$ cat src/rtl/chan_pkg.sv
package chan_pkg;

  localparam int SYM_W = 4;
  localparam int FMT_W = 3;
  localparam int CAP_W = 2;

  localparam logic [SYM_W-1:0] SYM_DRV_LO   = 4'd0;
  localparam logic [SYM_W-1:0] SYM_DRV_HI   = 4'd1;
  localparam logic [SYM_W-1:0] SYM_DRV_Z    = 4'd2;
  localparam logic [SYM_W-1:0] SYM_EXP_0    = 4'd3;
  localparam logic [SYM_W-1:0] SYM_EXP_1    = 4'd4;
  localparam logic [SYM_W-1:0] SYM_EXP_MID  = 4'd5;
  localparam logic [SYM_W-1:0] SYM_EXP_MASK = 4'd6;
  localparam logic [SYM_W-1:0] SYM_KEEP     = 4'd7;
  localparam logic [SYM_W-1:0] SYM_TOGGLE   = 4'd8;

  localparam logic [FMT_W-1:0] FMT_NR  = 3'd0;
  localparam logic [FMT_W-1:0] FMT_RO  = 3'd1;
  localparam logic [FMT_W-1:0] FMT_RZ  = 3'd2;
  localparam logic [FMT_W-1:0] FMT_RHZ = 3'd3;
  localparam logic [FMT_W-1:0] FMT_RC  = 3'd4;
  localparam logic [FMT_W-1:0] FMT_SBC = 3'd5;

  localparam logic [CAP_W-1:0] CAP_MASK  = 2'd0;
  localparam logic [CAP_W-1:0] CAP_OPEN  = 2'd1;
  localparam logic [CAP_W-1:0] CAP_CLOSE = 2'd2;
  localparam logic [CAP_W-1:0] CAP_WIN   = 2'd3;

  function automatic logic sym_is_drive(input logic [SYM_W-1:0] s);
    return (s == SYM_DRV_LO) || (s == SYM_DRV_HI);
  endfunction

  function automatic logic sym_is_expect(input logic [SYM_W-1:0] s);
    return (s == SYM_EXP_0) || (s == SYM_EXP_1) || (s == SYM_EXP_MID);
  endfunction

  // True when the comparator pair meets the expectation of symbol s.
  function automatic logic sym_match(input logic [SYM_W-1:0] s,
                                     input logic hi, input logic lo);
    logic r;
    case (s)
      SYM_EXP_1:   r = hi;
      SYM_EXP_0:   r = !hi && !lo;
      SYM_EXP_MID: r = !hi && lo;
      default:     r = 1'b1;
    endcase
    return r;
  endfunction

  // Inverted symbol used by toggle-last.
  function automatic logic [SYM_W-1:0] sym_flip(input logic [SYM_W-1:0] s);
    logic [SYM_W-1:0] r;
    case (s)
      SYM_DRV_LO: r = SYM_DRV_HI;
      SYM_DRV_HI: r = SYM_DRV_LO;
      SYM_EXP_0:  r = SYM_EXP_1;
      SYM_EXP_1:  r = SYM_EXP_0;
      default:    r = s;
    endcase
    return r;
  endfunction

endpackage

$ cat src/rtl/chan_rst_sync.sv
module chan_rst_sync #(
  parameter int STAGES = 2
) (
  input  logic clk,
  input  logic rst_n,
  output logic rst_sync_n
);
  logic [STAGES-1:0] sync_q;

  always_ff @(posedge clk or negedge rst_n) begin
    if (!rst_n) sync_q <= '0;
    else        sync_q <= {sync_q[STAGES-2:0], 1'b1};
  end

  assign rst_sync_n = sync_q[STAGES-1];
endmodule

$ cat src/rtl/chan_edge_pick.sv
module chan_edge_pick #(
  parameter int N = 4
) (
  input  logic [N-1:0]         strb,
  input  logic [$clog2(N)-1:0] sel,
  output logic                 hit
);
  localparam int SW = $clog2(N);

  logic [N-1:0] gated;

  for (genvar i = 0; i < N; i++) begin : g_gate
    assign gated[i] = strb[i] & (sel == SW'(i));
  end

  assign hit = |gated;
endmodule

$ cat src/rtl/chan_sym_track.sv
module chan_sym_track
  import chan_pkg::*;
(
  input  logic             clk,
  input  logic             rst_n,
  input  logic             vec_vld,
  input  logic [SYM_W-1:0] vec_sym,
  output logic [SYM_W-1:0] eff_sym
);
  logic [SYM_W-1:0] cur_q;
  logic [SYM_W-1:0] res_sym;

  always_comb begin
    case (vec_sym)
      SYM_KEEP:   res_sym = cur_q;
      SYM_TOGGLE: res_sym = sym_flip(cur_q);
      SYM_DRV_LO, SYM_DRV_HI, SYM_DRV_Z,
      SYM_EXP_0, SYM_EXP_1, SYM_EXP_MID,
      SYM_EXP_MASK: res_sym = vec_sym;
      default:    res_sym = SYM_EXP_MASK;
    endcase
    eff_sym = vec_vld ? res_sym : cur_q;
  end

  always_ff @(posedge clk or negedge rst_n) begin
    if (!rst_n)       cur_q <= SYM_DRV_Z;
    else if (vec_vld) cur_q <= res_sym;
  end
endmodule

$ cat src/rtl/chan_drv_fmt.sv
module chan_drv_fmt
  import chan_pkg::*;
(
  input  logic             clk,
  input  logic             rst_n,
  input  logic [FMT_W-1:0] fmt_sel,
  input  logic [SYM_W-1:0] eff_sym,
  input  logic             vec_vld,
  input  logic             asrt_hit,
  input  logic             ret_hit,
  output logic             drv_data,
  output logic             drv_en
);
  logic data_q, en_q;
  logic data_d, en_d;
  logic is_drv, lvl;

  always_comb begin
    is_drv = sym_is_drive(eff_sym);
    lvl    = (eff_sym == SYM_DRV_HI);
    data_d = data_q;
    en_d   = en_q;
    if (ret_hit) begin
      // return edge has priority over a coincident assert edge
      if (is_drv) begin
        case (fmt_sel)
          FMT_RO:  begin data_d = 1'b1; en_d = 1'b1; end
          FMT_RZ:  begin data_d = 1'b0; en_d = 1'b1; end
          FMT_RHZ: en_d = 1'b0;
          FMT_RC,
          FMT_SBC: begin data_d = !lvl; en_d = 1'b1; end
          default: ;
        endcase
      end
    end else if (asrt_hit) begin
      if (is_drv) begin
        data_d = lvl;
        en_d   = 1'b1;
      end else begin
        en_d   = 1'b0;
      end
    end else if (vec_vld) begin
      // leading state of a new vector
      if (is_drv) begin
        case (fmt_sel)
          FMT_RO:  begin data_d = 1'b1; en_d = 1'b1; end
          FMT_RZ:  begin data_d = 1'b0; en_d = 1'b1; end
          FMT_RHZ: en_d = 1'b0;
          FMT_SBC: begin data_d = !lvl; en_d = 1'b1; end
          default: ;
        endcase
      end
    end
  end

  always_ff @(posedge clk or negedge rst_n) begin
    if (!rst_n) begin
      data_q <= 1'b0;
      en_q   <= 1'b0;
    end else begin
      data_q <= data_d;
      en_q   <= en_d;
    end
  end

  assign drv_data = data_q;
  assign drv_en   = en_q;
endmodule

$ cat src/rtl/chan_cmp_win.sv
module chan_cmp_win
  import chan_pkg::*;
(
  input  logic             clk,
  input  logic             rst_n,
  input  logic [CAP_W-1:0] cap_mode,
  input  logic [SYM_W-1:0] eff_sym,
  input  logic             vec_vld,
  input  logic             open_hit,
  input  logic             close_hit,
  input  logic             cmp_hi,
  input  logic             cmp_lo,
  output logic             fail_vld,
  output logic             fail
);
  logic       err_q, err_d, err_base;
  logic [1:0] ref_q, ref_d, pair;
  logic       won_q, won_d;
  logic       done_q, done_d;
  logic       fail_q, fail_d;
  logic       chk, ok;

  always_comb begin
    pair     = {cmp_hi, cmp_lo};
    chk      = sym_is_expect(eff_sym) && (cap_mode != CAP_MASK);
    ok       = sym_match(eff_sym, cmp_hi, cmp_lo);
    err_base = vec_vld ? 1'b0 : err_q;
    err_d    = err_base;
    ref_d    = ref_q;
    case (cap_mode)
      CAP_OPEN:  if (open_hit)  err_d = !ok;
      CAP_CLOSE: if (close_hit) err_d = !ok;
      CAP_WIN: begin
        if (open_hit) begin
          err_d = !ok;
          ref_d = pair;
        end else if (won_q) begin
          err_d = err_base | !ok | (pair != ref_q);
        end
      end
      default:   err_d = 1'b0;
    endcase
    if (close_hit)     won_d = 1'b0;
    else if (open_hit) won_d = 1'b1;
    else               won_d = won_q;
    done_d = close_hit;
    fail_d = close_hit & chk & err_d;
  end

  always_ff @(posedge clk or negedge rst_n) begin
    if (!rst_n) begin
      err_q  <= 1'b0;
      ref_q  <= 2'b00;
      won_q  <= 1'b0;
      done_q <= 1'b0;
      fail_q <= 1'b0;
    end else begin
      err_q  <= err_d;
      ref_q  <= ref_d;
      won_q  <= won_d;
      done_q <= done_d;
      fail_q <= fail_d;
    end
  end

  assign fail_vld = done_q;
  assign fail     = fail_q;
endmodule

$ cat src/rtl/chan_fmt_cmp.sv
module chan_fmt_cmp
  import chan_pkg::*;
#(
  parameter int N_PH  = 4,
  parameter int N_WIN = 4
) (
  input  logic                     clk,
  input  logic                     rst_n,
  input  logic [2:0]               fmt_sel,
  input  logic [1:0]               cap_mode,
  input  logic [$clog2(N_PH)-1:0]  asrt_sel,
  input  logic [$clog2(N_PH)-1:0]  ret_sel,
  input  logic [$clog2(N_WIN)-1:0] open_sel,
  input  logic [$clog2(N_WIN)-1:0] close_sel,
  input  logic                     vec_vld,
  input  logic [3:0]               vec_sym,
  input  logic [N_PH-1:0]          ph_strb,
  input  logic [N_WIN-1:0]         win_strb,
  input  logic                     cmp_hi,
  input  logic                     cmp_lo,
  output logic                     drv_data,
  output logic                     drv_en,
  output logic                     fail_vld,
  output logic                     fail
);
  logic             rst_sync_n;
  logic             asrt_hit, ret_hit, open_hit, close_hit;
  logic [SYM_W-1:0] eff_sym;

  chan_rst_sync #(.STAGES(2)) u_rst (
    .clk(clk), .rst_n(rst_n), .rst_sync_n(rst_sync_n)
  );

  chan_edge_pick #(.N(N_PH)) u_pick_asrt (
    .strb(ph_strb), .sel(asrt_sel), .hit(asrt_hit)
  );
  chan_edge_pick #(.N(N_PH)) u_pick_ret (
    .strb(ph_strb), .sel(ret_sel), .hit(ret_hit)
  );
  chan_edge_pick #(.N(N_WIN)) u_pick_open (
    .strb(win_strb), .sel(open_sel), .hit(open_hit)
  );
  chan_edge_pick #(.N(N_WIN)) u_pick_close (
    .strb(win_strb), .sel(close_sel), .hit(close_hit)
  );

  chan_sym_track u_sym (
    .clk(clk), .rst_n(rst_sync_n), .vec_vld(vec_vld),
    .vec_sym(vec_sym), .eff_sym(eff_sym)
  );

  chan_drv_fmt u_drv (
    .clk(clk), .rst_n(rst_sync_n), .fmt_sel(fmt_sel), .eff_sym(eff_sym),
    .vec_vld(vec_vld), .asrt_hit(asrt_hit), .ret_hit(ret_hit),
    .drv_data(drv_data), .drv_en(drv_en)
  );

  chan_cmp_win u_cmp (
    .clk(clk), .rst_n(rst_sync_n), .cap_mode(cap_mode), .eff_sym(eff_sym),
    .vec_vld(vec_vld), .open_hit(open_hit), .close_hit(close_hit),
    .cmp_hi(cmp_hi), .cmp_lo(cmp_lo), .fail_vld(fail_vld), .fail(fail)
  );
endmodule

$ cat config.mk
export PLATFORM = sky130hd
export DESIGN_NAME = chan_fmt_cmp
export DESIGN_NICKNAME = d
export VERILOG_FILES = /design/src/rtl/chan_pkg.sv /design/src/rtl/chan_rst_sync.sv /design/src/rtl/chan_edge_pick.sv /design/src/rtl/chan_sym_track.sv /design/src/rtl/chan_drv_fmt.sv /design/src/rtl/chan_cmp_win.sv /design/src/rtl/chan_fmt_cmp.sv
export SDC_FILE = /design/constraint.sdc
export NUM_CORES = 1
export LEC_CHECK = 0
export BUFFER_PORTS_ARGS = -buffer_cell sky130_fd_sc_hd__buf_2
export CAP_MARGIN = 20
export CORE_MARGIN = 2
export CORE_UTILIZATION = 52
export CTS_BUF_LIST = sky130_fd_sc_hd__clkbuf_2
export CTS_CLUSTER_DIAMETER = 120
export CTS_CLUSTER_SIZE = 24
export DETAILED_ROUTE_END_ITERATION = 6
export GPL_TIMING_DRIVEN = 0
export PLACE_DENSITY = 0.83
export REMOVE_ABC_BUFFERS = 1
export SYNTH_ARGS = -nofsm -noshare
export SYNTH_HDL_FRONTEND = slang
export SYNTH_SLANG_ARGS = --single-unit
export TNS_END_PERCENT = 5
$ cat constraint.sdc
create_clock -name clk -period 0.8 [get_ports clk]
set_clock_uncertainty 0.1 [all_clocks]
set_input_delay 0.04 -clock clk [delete_from_list [all_inputs] [get_ports clk]]
set_output_delay 0.04 -clock clk [all_outputs]
set_load 0.02 [all_outputs]
==> reports/summary.txt, run 1 <==
status - finished, violations left
failing checks - hold timing, setup timing
Critical Path End Type - flop
# rows - 16
CTS tree - yes
top post-synthesis cells by area - dfrtp_1, mux4_2, o21ai_0
Post-Route WL - 2530 µm
1st-iter DRT viols - 15
clock sinks - 14
Pre-antenna DRT Iters - 4
area leader, netlist - dfrtp_1
Post-Syn Area - 1060 µm²
HP Class - in -> reg
WS Path Type - reg -> reg
worst setup margin - -1.20 ns
Critical-path top delay cell - dfrtp_2
final hold vios - 2
post-synth cell types - 48
fraction of registers with async set/reset - 1.00
FF+latch count, synth - 14
# DRC - 0
core area - 1940 µm²
CP Launch Type - flop
cts hold-fix bufs - 2
number of synthesis warnings - 0
Post-Syn Instances - 102
number of synthesized flops with an enable pin - 0
DR vias/cell - 5.76
Reg clk slew, reported paths - 0.14 ns
Area growth, synth to finish - 31.9%
GRT overflow - 0
HP Start - cap_mode[1]
die height - 49.1 µm
CP max stage delay - 0.48 ns
via count - 997
die outline width - 49.1 µm
average wire per standard cell - 14.6 µm
R2R Path Start - u_sym.cur_q[3]
CP Launch Point - u_sym.cur_q[3]
arrival time worst endpoint - 2.08 ns
share of the synthesized area in the top cell type - 0.308
worst reg-to-reg setup slack - -1.20 ns
ANT cells - 0
fin crit period - 2.00 ns
DRT antenna net count - 0
GR Util All Layers - 0.212
share of cells above drive strength 1 - 0.466
# setup viols final - 14
IO Count - 34
register area share after synthesis - 0.333
setup TNS - -7.50 ns
Skew-Pair Late Insertion Delay - 0.29 ns
max-cap violations - 0
top_reg_cell synth - dfrtp_1
P per Cell Area - 1520 nW/µm²
synthesized area per cell - 10.4 µm²
antenna violations before repair - 0
hold slack final - -0.0380 ns
htree depth - 1
placed inst area - 1250 µm²
number of global-route vias before repair - 989
count of final max-slew check failures - 0
final cycle utilization of the critical path - 2.50
nets@finish - 177
clk root buf - clkbuf_2
Initial Utilization - 0.544
Max Fclk - 0.499 GHz
placed insts - 161
Required @ worst endpoint - 0.88 ns
IO buf count - 33
maximum VDD drop - 1260 µV
Final HPWL DP - 1830 µm
RSZ-0062 raised after global routing - yes
Leakage - 0.627 nW
largest net degree at the start of global routing - 13
global-route wire length before repair - 4020 µm
final instance area - 1390 µm²
final core utilization - 0.717
RePlAce Congestion - 0.841
worst path cell trace - nor3b_4 > o221ai_2 > a211oi_4 > nand3b_1 > a31oi_2 > mux2_4
die area - 2410 µm²
pre-CTS setup slack - -1.46 ns
Max Fanout on Critical Path - 4
Non-Filler Instances - 173
total CTS buffers - 3
deepest clock path buffer count - 2
total power - 2.12 mW
## cells in the final DEF, fill, tap and decap left out, types with 2 or more instances in the layout
master    netlist  final
a21oi_1         3      3
and3b_1         2      2
buf_2           0     30
buf_4           0      5
buf_6           0      4
clkbuf_2        0      3
dfrtp_1        13     10
dfrtp_2         0      3
inv_1           7      7
mux4_2          4      4
nand2_1         5      5
nand2b_1        4      4
nand3b_1        2      2
nor2_1          6      6
nor2b_1         5      5
nor3_1          3      3
o21a_1          2      2
o21ai_0         8      5
o21ai_1         0      3
o221ai_2        2      3
xor2_1          2      2
## synth_stat cells (2+ instances only)
library cell and count:
and3b_1 2, nand3_1 2, xor2_1 2, nor2b_1 5, o21a_1 2, o221ai_2 2
a21oi_1 3, nor3_1 3, mux4_2 4, nand2_1 5, inv_1 7, nor2_1 6
nand2b_1 4, o21ai_0 8, nand3b_1 2, dfrtp_1 13
## repair_timing
action | in CTS | in global routing
gates cloned | 0 | 0
buffers inserted | 4 | 2
hold endpoints to repair | 4 | 2
gates resized for setup | 10 | 7
setup endpoints to repair | 14 | 16
pin swaps | 7 | 0
## cells by family after synthesis
| group | share of synthesized area |
|---|---|
| other | 0.00355 |
| AOI/OAI and AO/OA | 0.270 |
| buffers and inverters | 0.0284 |
| DFF | 0.333 |
| muxes | 0.105 |
| and+or+nand+nor | 0.235 |
| xor gates and xnor gates | 0.0249 |
## report_power, final
part           switching (mW)  internal [mW]
combinational           0.425          0.435
sequential             0.0983          0.823
clock                   0.234          0.109
total                   0.758           1.37
## routing by layer
| metal | track usage | vias to the layer above | part of all wire |
|---|---|---|---|
| met5 | 0 | - | 0 |
| met4 | 0.0667 | 0 | 0.011 |
| met3 | 0.0245 | 6 | 0.033 |
| met2 | 0.399 | 31 | 0.58 |
| met1 | 0.248 | 487 | 0.38 |
| li1 | - | 473 | - |
## layout make-up
| cell class | count | area [µm²] |
|---|---|---|
| clock buffer | 3 | 15.0 |
| clock inverter | 1 | 3.75 |
| fill | 158 | 549 |
| inverter | 7 | 26.3 |
| multi-input combinational | 80 | 703 |
| sequential | 14 | 355 |
| tap | 27 | 33.8 |
| timing repair buffer | 41 | 255 |
## sequential cells by signal, summed over array words and instances, names as in the netlist
name and flops:
u_cmp.err_q 1, u_cmp.fail 1, u_cmp.fail_vld 1, u_cmp.ref_q 2, u_cmp.won_q 1, u_drv.drv_data 1, u_drv.drv_en 1, u_rst.sync_q 2
u_sym.cur_q 4
## path summary, 6_finish.rpt
kind	to	cells past startpoint
min in group asynchronous	u_cmp.won_q	0
max in group asynchronous	u_sym.cur_q[3]	0
min	u_cmp.ref_q[1]	3
max reg2reg	u_drv.drv_data	6
min reg2reg	u_cmp.won_q	0
max	u_drv.drv_data	6
## worst max-delay path, delay by kind of cell, from the launching register on
kind / cells / cell delay [ns]
AND/OR/NAND/NOR: 2 / 0.39
flip-flops: 1 / 0.48
multiplexers: 1 / 0.32
AO/OA/AOI/OAI: 3 / 0.61
No activity file was read; power rests on OpenSTA's default activity.
==> inputs of run 2 (changes only) <==
--- a/config.mk
+++ b/config.mk
@@ -7,6 +7,7 @@
 export LEC_CHECK = 0
 export BUFFER_PORTS_ARGS = -buffer_cell sky130_fd_sc_hd__buf_2
 export CAP_MARGIN = 20
+export CORE_ASPECT_RATIO = 0.8
 export CORE_MARGIN = 2
 export CORE_UTILIZATION = 52
 export CTS_BUF_LIST = sky130_fd_sc_hd__clkbuf_2
==> run 2 against run 1 <==
  * Critical path depth grew 1
  * Sequential share of layout area shrank 0.32 points
  * Setup slack better by 0.0040 ns
  * The flow still finishes with violations (hold timing, setup timing)
  * Design area grew 0.90%
  * Combinational power up 0.6%
  * Core utilization grew 2.6 points
  * Sequential power is 0.7% lower
  * Largest cell class unchanged
  * Wire length up 9.2%
  * First-iteration DRC count is 27% lower
  * Worst hold slack worse by 0.019 ns
  * Via count is 0.90% higher
==> reports/summary.txt, run 2 (synthesis gave the netlist of run 1 again) <==
# DRC - 0 (unchanged)
core area - 1890 µm² (-2.6%)
# setup viols final - 14 (unchanged)
Top Registers - u_sym.cur_q (4), u_cmp.ref_q (2), u_rst.sync_q (2)
Highest Signal Layer - met4
failing checks - hold timing, setup timing
Pre-antenna DRT Iters - 4 (unchanged)
Initial Utilization - 0.558 (+0.0144)
Max Fanout on Critical Path - 4 (unchanged)
Reg clk slew, reported paths - 0.13 ns (about the same)
most frequent cells in the layout - buf_2, dfrtp_1, buf_4
ANT cells - 0 (unchanged)
count of final max-slew check failures - 0 (unchanged)
number of global-route vias before repair - 943 (-4.7%)
Skew-Pair Late Insertion Delay - 0.30 ns (about the same)
max-cap violations - 0 (unchanged)
commonest non-fill, non-tap cell in the layout - buf_2
GRT overflow - 0 (unchanged)
average wire per standard cell - 16.1 µm (+9.8%)
clock sinks - 14 (unchanged)
setup TNS - -7.36 ns (+0.145 ns)
RePlAce Congestion - 0.780 (-7.3%)
IO buf count - 33 (unchanged)
final core utilization - 0.743 (+0.0256)
WS Path Type - reg -> reg
antenna violations before repair - 0 (unchanged)
IO Count - 34 (unchanged)
Area growth, synth to finish - 33.1%
final cycle utilization of the critical path - 2.50 (-0.00497)
Leakage - 0.631 nW (+0.72%)
largest net degree at the start of global routing - 13 (unchanged)
worst reg-to-reg setup slack - -1.20 ns (about the same)
Required @ worst endpoint - 0.93 ns (+0.05 ns)
htree depth - 1 (unchanged)
placed insts - 158 (-1.9%)
total CTS buffers - 3 (unchanged)
CP Launch Type - flop
Final HPWL DP - 1930 µm (+5.3%)
register with the most flip-flops - u_sym.cur_q
# rows - 14 (-2)
1st-iter DRT viols - 11 (-4)
die area - 2410 µm² (about the same)
die outline width - 54.4 µm (+11%)
via count - 1006 (+0.90%)
status - finished, violations left
deepest clock path buffer count - 2 (unchanged)
die height - 44.3 µm (-9.7%)
maximum VDD drop - 979 µV (-22%)
wire length on met3 - 102 µm (+23%)
met1 wire length - 1060 µm (+11%)
DRT antenna net count - 0 (unchanged)
clk root buf - clkbuf_2
DR vias/cell - 5.85 (+1.5%)
arrival time worst endpoint - 2.12 ns (+0.04 ns)
P per Cell Area - 1530 nW/µm² (+0.26%)
fin crit period - 2.00 ns (-0.00398 ns)
HP Class - in -> reg
global-route wire length before repair - 4130 µm (+2.6%)
GR Util All Layers - 0.249 (+0.0372)
cts hold-fix bufs - 2 (unchanged)
Largest register FFs - 4 (unchanged)
worst setup margin - -1.20 ns (+0.00398 ns)
nets@finish - 179 (+1.1%)
RSZ-0062 raised after global routing - yes
share of cells above drive strength 1 - 0.514 (+0.0478)
pre-CTS setup slack - -1.46 ns (+0.000230 ns)
Max Fclk - 0.500 GHz (+0.20%)
Non-Filler Instances - 172 (-0.58%)
WL met2 - 1560 µm (+6.6%)
final hold vios - 2 (unchanged)
Critical Path End Type - flop
Post-Route WL - 2770 µm (+9.2%)
hold slack final - -0.0570 ns (-0.0191 ns)
CTS tree - yes
-- run 2: cell types whose count changed in the layout (fill, tap and decap cells not counted), moves of 2 or more --
cell and change:
buf_2 +3, buf_4 +3, buf_6 -4, inv_1 -2
inv_2 +2, o21ai_1 -2
-- run 2: power by group --
group,switching [mW],total (mW),internal [mW],leakage (nW)
logic,0.446,0.865,0.419,0.446
registers,0.0936,0.915,0.821,0.168
clock network,0.236,0.368,0.132,0.0166
total,0.776,2.15,1.37,0.631
-- run 2: critical path: stages (launching register included) --
cell	delay (ns)
dfrtp_2	0.46
nor3b_4	0.23
o221ai_2	0.14
a211oi_4	0.26
buf_4	0.17
o2111ai_1	0.14
a21o_1	0.23
a211oi_2	0.19
-- run 2: metal layers --
metal  track usage  vias to the layer above
met5             0                        -
met4         0.100                        0
met3        0.0608                        5
met2         0.439                       26
met1         0.288                      496
li1              -                      479
-- run 2: through the flow --
| step | instance area, µm² | hold slack (ns) | total power, mW |
|---|---|---|---|
| 2_1_floorplan | 1050 | -0.356 | 1.40 |
| 6_report | 1410 | -0.0570 | 2.15 |
| 4_1_cts | 1390 | -0.0625 | 2.10 |
| 3_5_place_dp | 1250 | -0.275 | 1.65 |
| 3_3_place_gp | 1250 | -0.275 | 1.60 |
| 5_1_grt | 1410 | -0.0403 | 2.25 |
-- run 2: worst paths after layout --
check,from,to,cells past startpoint
max,u_sym.cur_q[3],u_cmp.fail,7
min,cap_mode[1],u_cmp.ref_q[1],3
max reg2reg,u_sym.cur_q[3],u_cmp.fail,7
min reg2reg,u_rst.sync_q[1],u_cmp.fail,0
max in group asynchronous,rst_n,u_rst.sync_q[1],3
min in group asynchronous,u_rst.sync_q[1],u_cmp.fail,0
-- run 2: cell type report --
cell class / instances / area, µm²
Inverter: 7 / 26.3
Clock buffer: 4 / 20.0
Timing Repair Buffer: 43 / 245
Fill cell: 140 / 487
Sequential cell: 14 / 354
Multi-Input combinational cell: 80 / 729
Tap cell: 24 / 30.0
-- run 2: timing repair --
item	CTS	global route
hold endpoints to repair	5	2
setup buffers	8	0
resized for setup	13	4
endpoints found under the setup margin	14	17
pin swaps	6	0
